**src/rtl/csync_pkg.sv**
```systemverilog
package csync_pkg;
  typedef enum logic [1:0] {
    ADR_DATA = 2'd0,
    ADR_STAT = 2'd1,
    ADR_CTRL = 2'd2,
    ADR_DIV  = 2'd3
  } reg_adr_e;

  localparam int unsigned STAT_EMPTY = 0;
  localparam int unsigned STAT_END   = 1;
  localparam int unsigned CTRL_EN    = 0;
endpackage

```
**src/rtl/csync_regs.sv**
```systemverilog
module csync_regs
  import csync_pkg::*;
#(
  parameter int unsigned DATA_W  = 8,
  parameter int unsigned DIV_W   = 8,
  parameter int unsigned DIV_RST = 1
) (
  input  logic              clk_i,
  input  logic              rst_ni,
  input  logic              wr_i,
  input  logic              rd_i,
  input  logic [1:0]        addr_i,
  input  logic [DATA_W-1:0] wdata_i,
  output logic [DATA_W-1:0] rdata_o,
  input  logic              dma_wr_i,
  input  logic [DATA_W-1:0] dma_wdata_i,
  input  logic              load_i,
  input  logic              fend_i,
  output logic              en_o,
  output logic [DIV_W-1:0]  div_o,
  output logic [DATA_W-1:0] tdr_o,
  output logic              empty_o,
  output logic              end_o
);
  logic              en_q, empty_q, end_q, arm_e_q, arm_t_q;
  logic [DIV_W-1:0]  div_q;
  logic [DATA_W-1:0] tdr_q;
  logic              stat_wr, stat_rd, clr_e, clr_t;

  assign stat_wr = wr_i && (addr_i == ADR_STAT);
  assign stat_rd = rd_i && (addr_i == ADR_STAT);
  // empty clear: armed software write of 0, or controller reload
  assign clr_e = en_q && ((stat_wr && arm_e_q && !wdata_i[STAT_EMPTY]) ||
                          (dma_wr_i && empty_q));
  assign clr_t = en_q && stat_wr && arm_t_q && !wdata_i[STAT_END];

  always_ff @(posedge clk_i or negedge rst_ni) begin
    if (!rst_ni) begin
      en_q    <= 1'b0;
      div_q   <= DIV_W'(DIV_RST);
      tdr_q   <= '0;
      empty_q <= 1'b1;
      end_q   <= 1'b1;
      arm_e_q <= 1'b0;
      arm_t_q <= 1'b0;
    end else begin
      if (wr_i && addr_i == ADR_CTRL) en_q  <= wdata_i[CTRL_EN];
      if (wr_i && addr_i == ADR_DIV)  div_q <= wdata_i[DIV_W-1:0];
      if (dma_wr_i)                   tdr_q <= dma_wdata_i;
      else if (wr_i && addr_i == ADR_DATA) tdr_q <= wdata_i;

      if (!en_q || stat_wr) begin
        arm_e_q <= 1'b0;
        arm_t_q <= 1'b0;
      end else if (stat_rd) begin
        arm_e_q <= empty_q;
        arm_t_q <= end_q;
      end

      if (!en_q) begin
        empty_q <= 1'b1;
        end_q   <= 1'b1;
      end else begin
        if (load_i)     empty_q <= 1'b1;
        else if (clr_e) empty_q <= 1'b0;
        // queued byte wins over end of frame
        if (clr_e)       end_q <= 1'b0;
        else if (fend_i) end_q <= 1'b1;
        else if (clr_t)  end_q <= 1'b0;
      end
    end
  end

  always_comb begin
    rdata_o = '0;
    unique case (addr_i)
      ADR_DATA: rdata_o = tdr_q;
      ADR_STAT: begin
        rdata_o[STAT_EMPTY] = empty_q;
        rdata_o[STAT_END]   = end_q;
      end
      ADR_CTRL: rdata_o[CTRL_EN] = en_q;
      ADR_DIV:  rdata_o = DATA_W'(div_q);
      default:  rdata_o = '0;
    endcase
  end

  assign en_o    = en_q;
  assign div_o   = div_q;
  assign tdr_o   = tdr_q;
  assign empty_o = empty_q;
  assign end_o   = end_q;
endmodule

```
**src/rtl/csync_shift.sv**
```systemverilog
module csync_shift #(
  parameter int unsigned FRAME_BITS = 8,
  parameter int unsigned DIV_W      = 8
) (
  input  logic                  clk_i,
  input  logic                  rst_ni,
  input  logic                  en_i,
  input  logic                  pend_i,
  input  logic [DIV_W-1:0]      div_i,
  input  logic [FRAME_BITS-1:0] data_i,
  output logic                  load_o,
  output logic                  fend_o,
  output logic                  sclk_o,
  output logic                  sdata_o
);
  localparam int unsigned BIT_W = $clog2(FRAME_BITS);

  logic                  busy_q, sclk_q, sd_q;
  logic [DIV_W-1:0]      cnt_q;
  logic [BIT_W-1:0]      bit_q;
  logic [FRAME_BITS-1:0] sh_q;
  logic                  tick, frame_done;

  assign tick       = busy_q && (cnt_q == div_i);
  assign frame_done = tick && sclk_q && (bit_q == BIT_W'(FRAME_BITS - 1));
  assign load_o     = en_i && pend_i && (!busy_q || frame_done);
  assign fend_o     = en_i && frame_done && !pend_i;

  always_ff @(posedge clk_i or negedge rst_ni) begin
    if (!rst_ni) begin
      busy_q <= 1'b0;
      sclk_q <= 1'b1;
      sd_q   <= 1'b1;
      cnt_q  <= '0;
      bit_q  <= '0;
      sh_q   <= '0;
    end else if (!en_i) begin
      busy_q <= 1'b0;
      sclk_q <= 1'b1;
      sd_q   <= 1'b1;
      cnt_q  <= '0;
      bit_q  <= '0;
      sh_q   <= '0;
    end else if (load_o) begin
      busy_q <= 1'b1;
      sclk_q <= 1'b0;
      sd_q   <= data_i[0];
      sh_q   <= data_i;
      cnt_q  <= '0;
      bit_q  <= '0;
    end else if (fend_o) begin
      busy_q <= 1'b0;
      cnt_q  <= '0;
    end else if (tick) begin
      cnt_q <= '0;
      if (!sclk_q) begin
        sclk_q <= 1'b1;
      end else begin
        sclk_q <= 1'b0;
        bit_q  <= bit_q + 1'b1;
        sh_q   <= sh_q >> 1;
        sd_q   <= sh_q[1];
      end
    end else if (busy_q) begin
      cnt_q <= cnt_q + 1'b1;
    end
  end

  assign sclk_o  = sclk_q;
  assign sdata_o = sd_q;
endmodule

```
**src/rtl/csync_tx.sv**
```systemverilog
module csync_tx
  import csync_pkg::*;
#(
  parameter int unsigned DATA_W  = 8,
  parameter int unsigned DIV_W   = 8,
  parameter int unsigned DIV_RST = 1
) (
  input  logic              clk_i,
  input  logic              rst_ni,
  input  logic [1:0]        reg_addr_i,
  input  logic              reg_wr_i,
  input  logic              reg_rd_i,
  input  logic [DATA_W-1:0] reg_wdata_i,
  output logic [DATA_W-1:0] reg_rdata_o,
  input  logic              dma_wr_i,
  input  logic [DATA_W-1:0] dma_wdata_i,
  output logic              sclk_o,
  output logic              sdata_o,
  output logic              sdata_oe_o,
  output logic              irq_empty_o,
  output logic              irq_end_o
);
  logic              en, empty, tend, load, fend;
  logic [DIV_W-1:0]  div;
  logic [DATA_W-1:0] tdr;

  csync_regs #(.DATA_W(DATA_W), .DIV_W(DIV_W), .DIV_RST(DIV_RST)) i_regs (
    .clk_i      (clk_i),
    .rst_ni     (rst_ni),
    .wr_i       (reg_wr_i),
    .rd_i       (reg_rd_i),
    .addr_i     (reg_addr_i),
    .wdata_i    (reg_wdata_i),
    .rdata_o    (reg_rdata_o),
    .dma_wr_i   (dma_wr_i),
    .dma_wdata_i(dma_wdata_i),
    .load_i     (load),
    .fend_i     (fend),
    .en_o       (en),
    .div_o      (div),
    .tdr_o      (tdr),
    .empty_o    (empty),
    .end_o      (tend)
  );

  csync_shift #(.FRAME_BITS(DATA_W), .DIV_W(DIV_W)) i_shift (
    .clk_i  (clk_i),
    .rst_ni (rst_ni),
    .en_i   (en),
    .pend_i (!empty),
    .div_i  (div),
    .data_i (tdr),
    .load_o (load),
    .fend_o (fend),
    .sclk_o (sclk_o),
    .sdata_o(sdata_o)
  );

  assign sdata_oe_o  = en;
  assign irq_empty_o = en && empty;
  assign irq_end_o   = en && tend;
endmodule

```
**config.mk**
```make
export PLATFORM = sky130hd
export DESIGN_NAME = csync_tx
export DESIGN_NICKNAME = d
export VERILOG_FILES = /design/src/rtl/csync_pkg.sv /design/src/rtl/csync_regs.sv /design/src/rtl/csync_shift.sv /design/src/rtl/csync_tx.sv
export SDC_FILE = /design/constraint.sdc
export NUM_CORES = 1
export LEC_CHECK = 0
export BUFFER_PORTS_ARGS = -buffer_cell sky130_fd_sc_hd__buf_2
export CORE_ASPECT_RATIO = 0.8
export CORE_MARGIN = 1
export CORE_UTILIZATION = 30
export CTS_CLUSTER_DIAMETER = 40
export DETAILED_ROUTE_END_ITERATION = 16
export SYNTH_ARGS = -nofsm -noshare
export SYNTH_HDL_FRONTEND = slang
export SYNTH_HIERARCHICAL = 1
export SYNTH_SLANG_ARGS = --single-unit
```
**constraint.sdc**
```tcl
create_clock -name clk_i -period 6.15 [get_ports clk_i]
set_input_delay 0.3075 -clock clk_i [delete_from_list [all_inputs] [get_ports clk_i]]
set_output_delay 0.3075 -clock clk_i [all_outputs]
set_load 0.05 [all_outputs]
```
==> results.sh, run 1 <==
export IMPL_drt_wl_total_mm=6.28
export IMPL_critPathKind="flop to flop"
export IMPL_antenna_cells=0
export IMPL_cp_required_ns=6.37
export IMPL_setup_viol=0
export IMPL_path_buf_inv=0
export IMPL_antenna_found_initial=0
export IMPL_final_antenna_net_count=0
export IMPL_final_area_um2=2870
export IMPL_layout_commonest_cell="dfrtp_1"
export IMPL_grt_max_degree=43
export IMPL_vias=1938
export IMPL_drv_slew=0
export IMPL_htreeDepth=2
export IMPL_ios=36
export IMPL_dr_pass1_iters=5
export IMPL_nets=293
export IMPL_clock_sinks=42
export IMPL_startpoint_type="flop"
export IMPL_portBuffers=35
export IMPL_synthFlopType="dfrtp_1"
export IMPL_cp_slowest_cell="o31ai_4"
export IMPL_cp_max_fo=8
export IMPL_dieHeight_um=83.4
export IMPL_start_util_pct=31.1
export IMPL_fin_setup_tns_ns=0
export IMPL_placementRows=29
export IMPL_min_period_ns=2.21
export IMPL_drive_gt1_share_pct=30.2
export IMPL_power_leakage_nw=1.35
export IMPL_syn_nets=256
export IMPL_synth_edff_count=0
export IMPL_status="finished clean"
export IMPL_overflow=0
export IMPL_synth_area_per_cell_um2=11.1
export IMPL_cts_buffers=5
export IMPL_syn2layout_area_growth_pct=15.5
export IMPL_fin_skew_ns=0.00772
export IMPL_path_clk_slew_ns=0.09
export IMPL_ys_ff_latch=42
export IMPL_cts_root_buf="clkbuf_8"
export IMPL_slowest_delay_ns=0.53
export IMPL_rsz0062_at_grt="false"
export IMPL_post_route_drc_count=0
export IMPL_grt_pass1_wl_mm=10.5
export IMPL_hp_class="input pin to async pin"
export IMPL_critPathMostFrequentCell="ha_1"
export IMPL_core_um2=7980
export IMPL_ff2ff_path_depth=7
export IMPL_dpl_cell_area_um2=2760
export IMPL_fmax_ghz=0.452
export IMPL_ctsResizeCount=0
export IMPL_async_reset_ff_share_pct=100
export IMPL_fin_crit_sh_pct=36.0
export IMPL_syn_area_um2=2480
export IMPL_clk_latency_ns=0.31
export IMPL_post_cts_buffers=0
export IMPL_cp_end_kind="flop"
export IMPL_mostFrequentLayoutCells="dfrtp_1, buf_2, nand2_1, o21ai_0, mux2i_1"
export IMPL_path_cells="ha_1, ha_1, and3_1, nand4_2, o31ai_4, mux2_4, a2bb2oi_2"
export IMPL_grtUsageTotal_pct=15.6
export IMPL_cp_top_family="compound AO/OA/AOI/OAI gates"
export IMPL_routed_via_density=5.24
export IMPL_chipWidth_um=104
export IMPL_cts_tree="done"
export IMPL_synth_distinct_cells=48
export IMPL_tightest_slew_ns=0.992
export IMPL_avgRoutedWirePerCell_um=17.0
export IMPL_power_density_nw_per_um2=291
export IMPL_drt_iter0_markers=99
export IMPL_maxSlewHeadroom_pct=33.9
export IMPL_arrival_ns=2.43
export IMPL_grt_pass1_vias=1955
export IMPL_hold_buffers=0
export IMPL_die_area_um2=8650
export IMPL_gp_congestion=0.857
export IMPL_dpl_hpwl_mm=4.54
export IMPL_yosysWarningCount=6
export IMPL_syn_inst=224
export IMPL_cp_depth=7
export IMPL_maxCapViolCount=0
export IMPL_vdd_ir_drop_worst_mv=0.139
export IMPL_yosysSeqAreaShare_pct=42.6
export IMPL_clk_path_buf_depth=2
export IMPL_finalHoldViolCount=0
power breakdown:
group / internal (mW) / total (mW) / switching (mW)
registers: 0.312 / 0.361 / 0.0481
logic: 0.0889 / 0.245 / 0.156
clock network: 0.122 / 0.228 / 0.107
total: 0.523 / 0.834 / 0.311
final timing paths:
path	start	to	slack, ns
max	i_shift/bit_q[0]	i_shift/sdata_o	3.94
min	rst_ni	i_regs/div_o[4]	0.16
max reg2reg	i_shift/bit_q[0]	i_shift/sdata_o	3.94
min reg2reg	i_shift/sdata_o	i_shift/sdata_o	0.48
max in group asynchronous	rst_ni	i_regs/tdr_o[3]	5.37
min in group clk_i	dma_wdata_i[6]	i_regs/tdr_o[6]	0.20
synthesized netlist by cell type, drive strengths merged (2+ instances only):
library cell	n	area (µm²)
a22oi	6	45.0
nand4b	2	17.5
nand3	4	20.0
nand4	4	31.3
o211a	2	20.0
nor2	9	33.8
a41oi	3	33.8
o2bb2ai	6	83.8
and3	3	18.8
a22o	3	26.3
dfstp	5	131
nand2	25	98.8
or3	2	12.5
xor2	2	17.5
o21a	2	15.0
o21ai	17	85.1
nor3	3	15.0
nor3b	2	15.0
inv	9	33.8
nor2b	5	31.3
mux2	11	128
xnor2	8	130
o31ai	2	28.8
buf	4	35.0
a21oi	2	10.0
dfrtp	37	926
mux2i	15	150
a222oi	2	20.0
a31oi	4	25.0
and2	5	31.3
a21o	3	22.5
ha	9	113
through the flow:
step	setup WS [ns]	power (mW)	hold WS, ns	util [%]	instances
2_1_floorplan	4.05	0.541	0.0119	-	224
3_3_place_gp	3.97	0.606	0.472	34.5	362
3_5_place_dp	3.99	0.608	0.468	34.5	362
4_1_cts	3.94	0.839	0.198	35.9	370
5_1_grt	3.76	0.880	0.209	35.9	370
6_report	3.94	0.834	0.161	35.9	370
cell families (layout without fill, tap and decap cells):
family / count (synthesis) / in the layout / share of synthesized area (%)
AOI/OAI and AO/OA: 56 / 56 / 18.8
adders and majority gates: 9 / 9 / 4.53
muxes: 26 / 26 / 11.2
xor gates and xnor gates: 10 / 10 / 5.94
and+or+nand+nor: 67 / 67 / 14.1
DFF: 42 / 42 / 42.6
buffers and inverters: 14 / 52 / 2.92
metal layers:
layer | wire length (µm) | global-route usage, %
met2 | 2760 | 23.7
met3 | 311 | 3.45
met1 | 3110 | 21.8
met4 | 94 | 5.19
met5 | 0 | 0
flip-flops by register name, summed over array words and instances (netlist names), 3 cells and up:
register / flops
i_shift/bit_q: 3
i_regs/tdr_o: 8
i_regs/div_o: 8
i_shift/sh_q: 7
i_shift/cnt_q: 8
final cells by class:
cell class | instances | area [µm²]
flip-flops and latches | 42 | 1060
clock buffers | 5 | 68.8
well taps | 108 | 135
repair buffers | 35 | 175
multi-input cells | 168 | 1350
inverters | 9 | 33.8
clock inverters | 3 | 43.8
fillers | 831 | 5110
Note: power is estimated with default switching activity, not from simulation.
==> run 2, diff against run 1 <==
Clock period 6.15 ns to 2 ns, I/O delays scaled along.
==> run 2 against run 1 <==
  * Final cell count rose by 6.8%
  * Die area did not move
  * Largest cell class unchanged
  * Routed wire length rose by 0.53%
  * Global-route usage barely moved
==> results.sh, run 2 (synthesized netlist as in run 1, its figures left out) <==
export IMPL_antenna_found_initial=0
export IMPL_gp_congestion=0.788
export IMPL_start_util_pct=31.1
export IMPL_arrival_ns=2.17
export IMPL_tightest_slew_ns=0.549
export IMPL_cts_tree="done"
export IMPL_syn2layout_area_growth_pct=24.2
export IMPL_clock_sinks=42
export IMPL_cp_max_fo=5
export IMPL_min_period_ns=1.93
export IMPL_cp_slowest_cell="dfrtp_1"
export IMPL_dieHeight_um=83.4
export IMPL_final_area_um2=3080
export IMPL_drive_gt1_share_pct=36.9
export IMPL_slowest_delay_ns=0.39
export IMPL_mostFrequentLayoutCells="dfrtp_1, buf_2, nand2_1, o21ai_0, buf_4"
export IMPL_chipWidth_um=104
export IMPL_ios=36
export IMPL_hp_class="input pin to flop"
export IMPL_rsz0062_at_grt="false"
export IMPL_clk_latency_ns=0.31
export IMPL_path_buf_inv=2
export IMPL_cts_buffers=5
export IMPL_power_density_nw_per_um2=831
export IMPL_path_cells="ha_1, ha_2, and3_1, nand4_2, o31ai_4, buf_6, buf_4, and2_1, a311o_1"
export IMPL_grt_max_degree=25
export IMPL_final_antenna_net_count=0
export IMPL_layout_commonest_cell="dfrtp_1"
export IMPL_cp_end_kind="flop"
export IMPL_dr_pass1_iters=4
export IMPL_final_core_util_pct=38.6
export IMPL_path_clk_slew_ns=0.09
export IMPL_overflow=0
export IMPL_die_area_um2=8650
export IMPL_core_um2=7980
export IMPL_cp_required_ns=2.24
export IMPL_grt_pass1_vias=1958
export IMPL_post_route_drc_count=0
export IMPL_dpl_hpwl_mm=4.67
export IMPL_vias=1966
export IMPL_maxCapViolCount=0
export IMPL_grt_pass1_wl_mm=10.3
export IMPL_status="finished clean"
export IMPL_drt_iter0_markers=74
export IMPL_drt_wl_total_mm=6.31
export IMPL_portBuffers=35
export IMPL_avgRoutedWirePerCell_um=16.0
export IMPL_nets=318
export IMPL_startpoint_type="flop"
export IMPL_fmax_ghz=0.518
export IMPL_htreeDepth=2
export IMPL_power_leakage_nw=1.46
export IMPL_placementRows=29
export IMPL_vdd_ir_drop_worst_mv=0.290
export IMPL_critPathKind="flop to flop"
export IMPL_dpl_cell_area_um2=2880
export IMPL_cp_top_family="simple AND/OR/NAND/NOR gates"
export IMPL_clk_path_buf_depth=2
export IMPL_maxSlewHeadroom_pct=63.4
export IMPL_fin_skew_ns=0.00797
export IMPL_fin_crit_sh_pct=96.6
export IMPL_finalHoldViolCount=0
export IMPL_fillCellCount=807
export IMPL_antenna_cells=0
export IMPL_routed_via_density=4.98
export IMPL_setup_viol=0
export IMPL_drv_slew=0
export IMPL_cts_root_buf="clkbuf_8"
export IMPL_grtUsageTotal_pct=15.6
-- run 2: worst paths after layout --
| kind | from | end | slack, ns | cells after the start |
|---|---|---|---|---|
| worst max-delay path | i_shift/bit_q[0] | i_regs/empty_o | 0.07 | 9 |
| max in group asynchronous | rst_ni | i_shift/sclk_o | 1.04 | 3 |
| worst min-delay path | dma_wdata_i[2] | i_regs/tdr_o[2] | 0.002 | 3 |
| worst max register to register | i_shift/bit_q[0] | i_regs/empty_o | 0.07 | 9 |
| min in group asynchronous | rst_ni | i_shift/cnt_q[4] | 0.30 | 2 |
| worst min register to register | i_shift/sdata_o | i_shift/sdata_o | 0.50 | 2 |
-- run 2: per-stage QoR --
step / setup TNS, ns / hold WS [ns] / power (mW) / setup WS (ns) / instances
detailed placement: 0 / 0.117 / 1.93 / 0.00256 / 379
global placement: 0 / 0.115 / 1.92 / 0.0685 / 379
global route: 0 / 0.0178 / 2.71 / 0.0216 / 395
finish: 0 / 0.00167 / 2.56 / 0.0690 / 395
floorplan: -0.0135 / -0.196 / 1.66 / -0.0135 / 224
CTS: 0 / 0.000118 / 2.55 / 0.0195 / 394
-- run 2: layout make-up --
| cell class | count | area, µm² | area share [%] |
|---|---|---|---|
| Multi-Input combinational cell | 168 | 1380 | 44.8 |
| Timing Repair Buffer | 60 | 387 | 12.5 |
| Clock inverter | 3 | 21.3 | 0.690 |
| Clock buffer | 5 | 68.8 | 2.23 |
| Sequential cell | 42 | 1060 | 34.3 |
| Inverter | 9 | 33.8 | 1.10 |
| Tap cell | 108 | 135 | 4.38 |
-- run 2: timing repair --
action                                  CTS  global route
setup buffers                             2             1
hold buffers                              5             0
endpoints found under the setup margin    1            10
hold endpoints to repair                 23             0
pin swaps                                 1             1
cloned                                    0             0
gates resized for setup                   0            10
-- run 2: layer usage --
metal / vias to the layer above / GRT usage [%] / wire, µm
met5: - / 0 / 0
met4: 0 / 5.32 / 89
met3: 10 / 3.77 / 251
met2: 44 / 22.5 / 2680
met1: 963 / 22.7 / 3290
li1: 949 / - / -
-- run 2: where the power goes --
part | switching, mW | internal [mW] | total (mW)
logic | 0.526 | 0.373 | 0.899
registers | 0.126 | 0.961 | 1.09
clock network | 0.332 | 0.246 | 0.577
total | 0.984 | 1.58 | 2.56
-- run 2: worst min-delay path, cell delays in order --
cell and delay, ns:
buf_2 0.07, nand2_1 0.04, o21ai_0 0.07
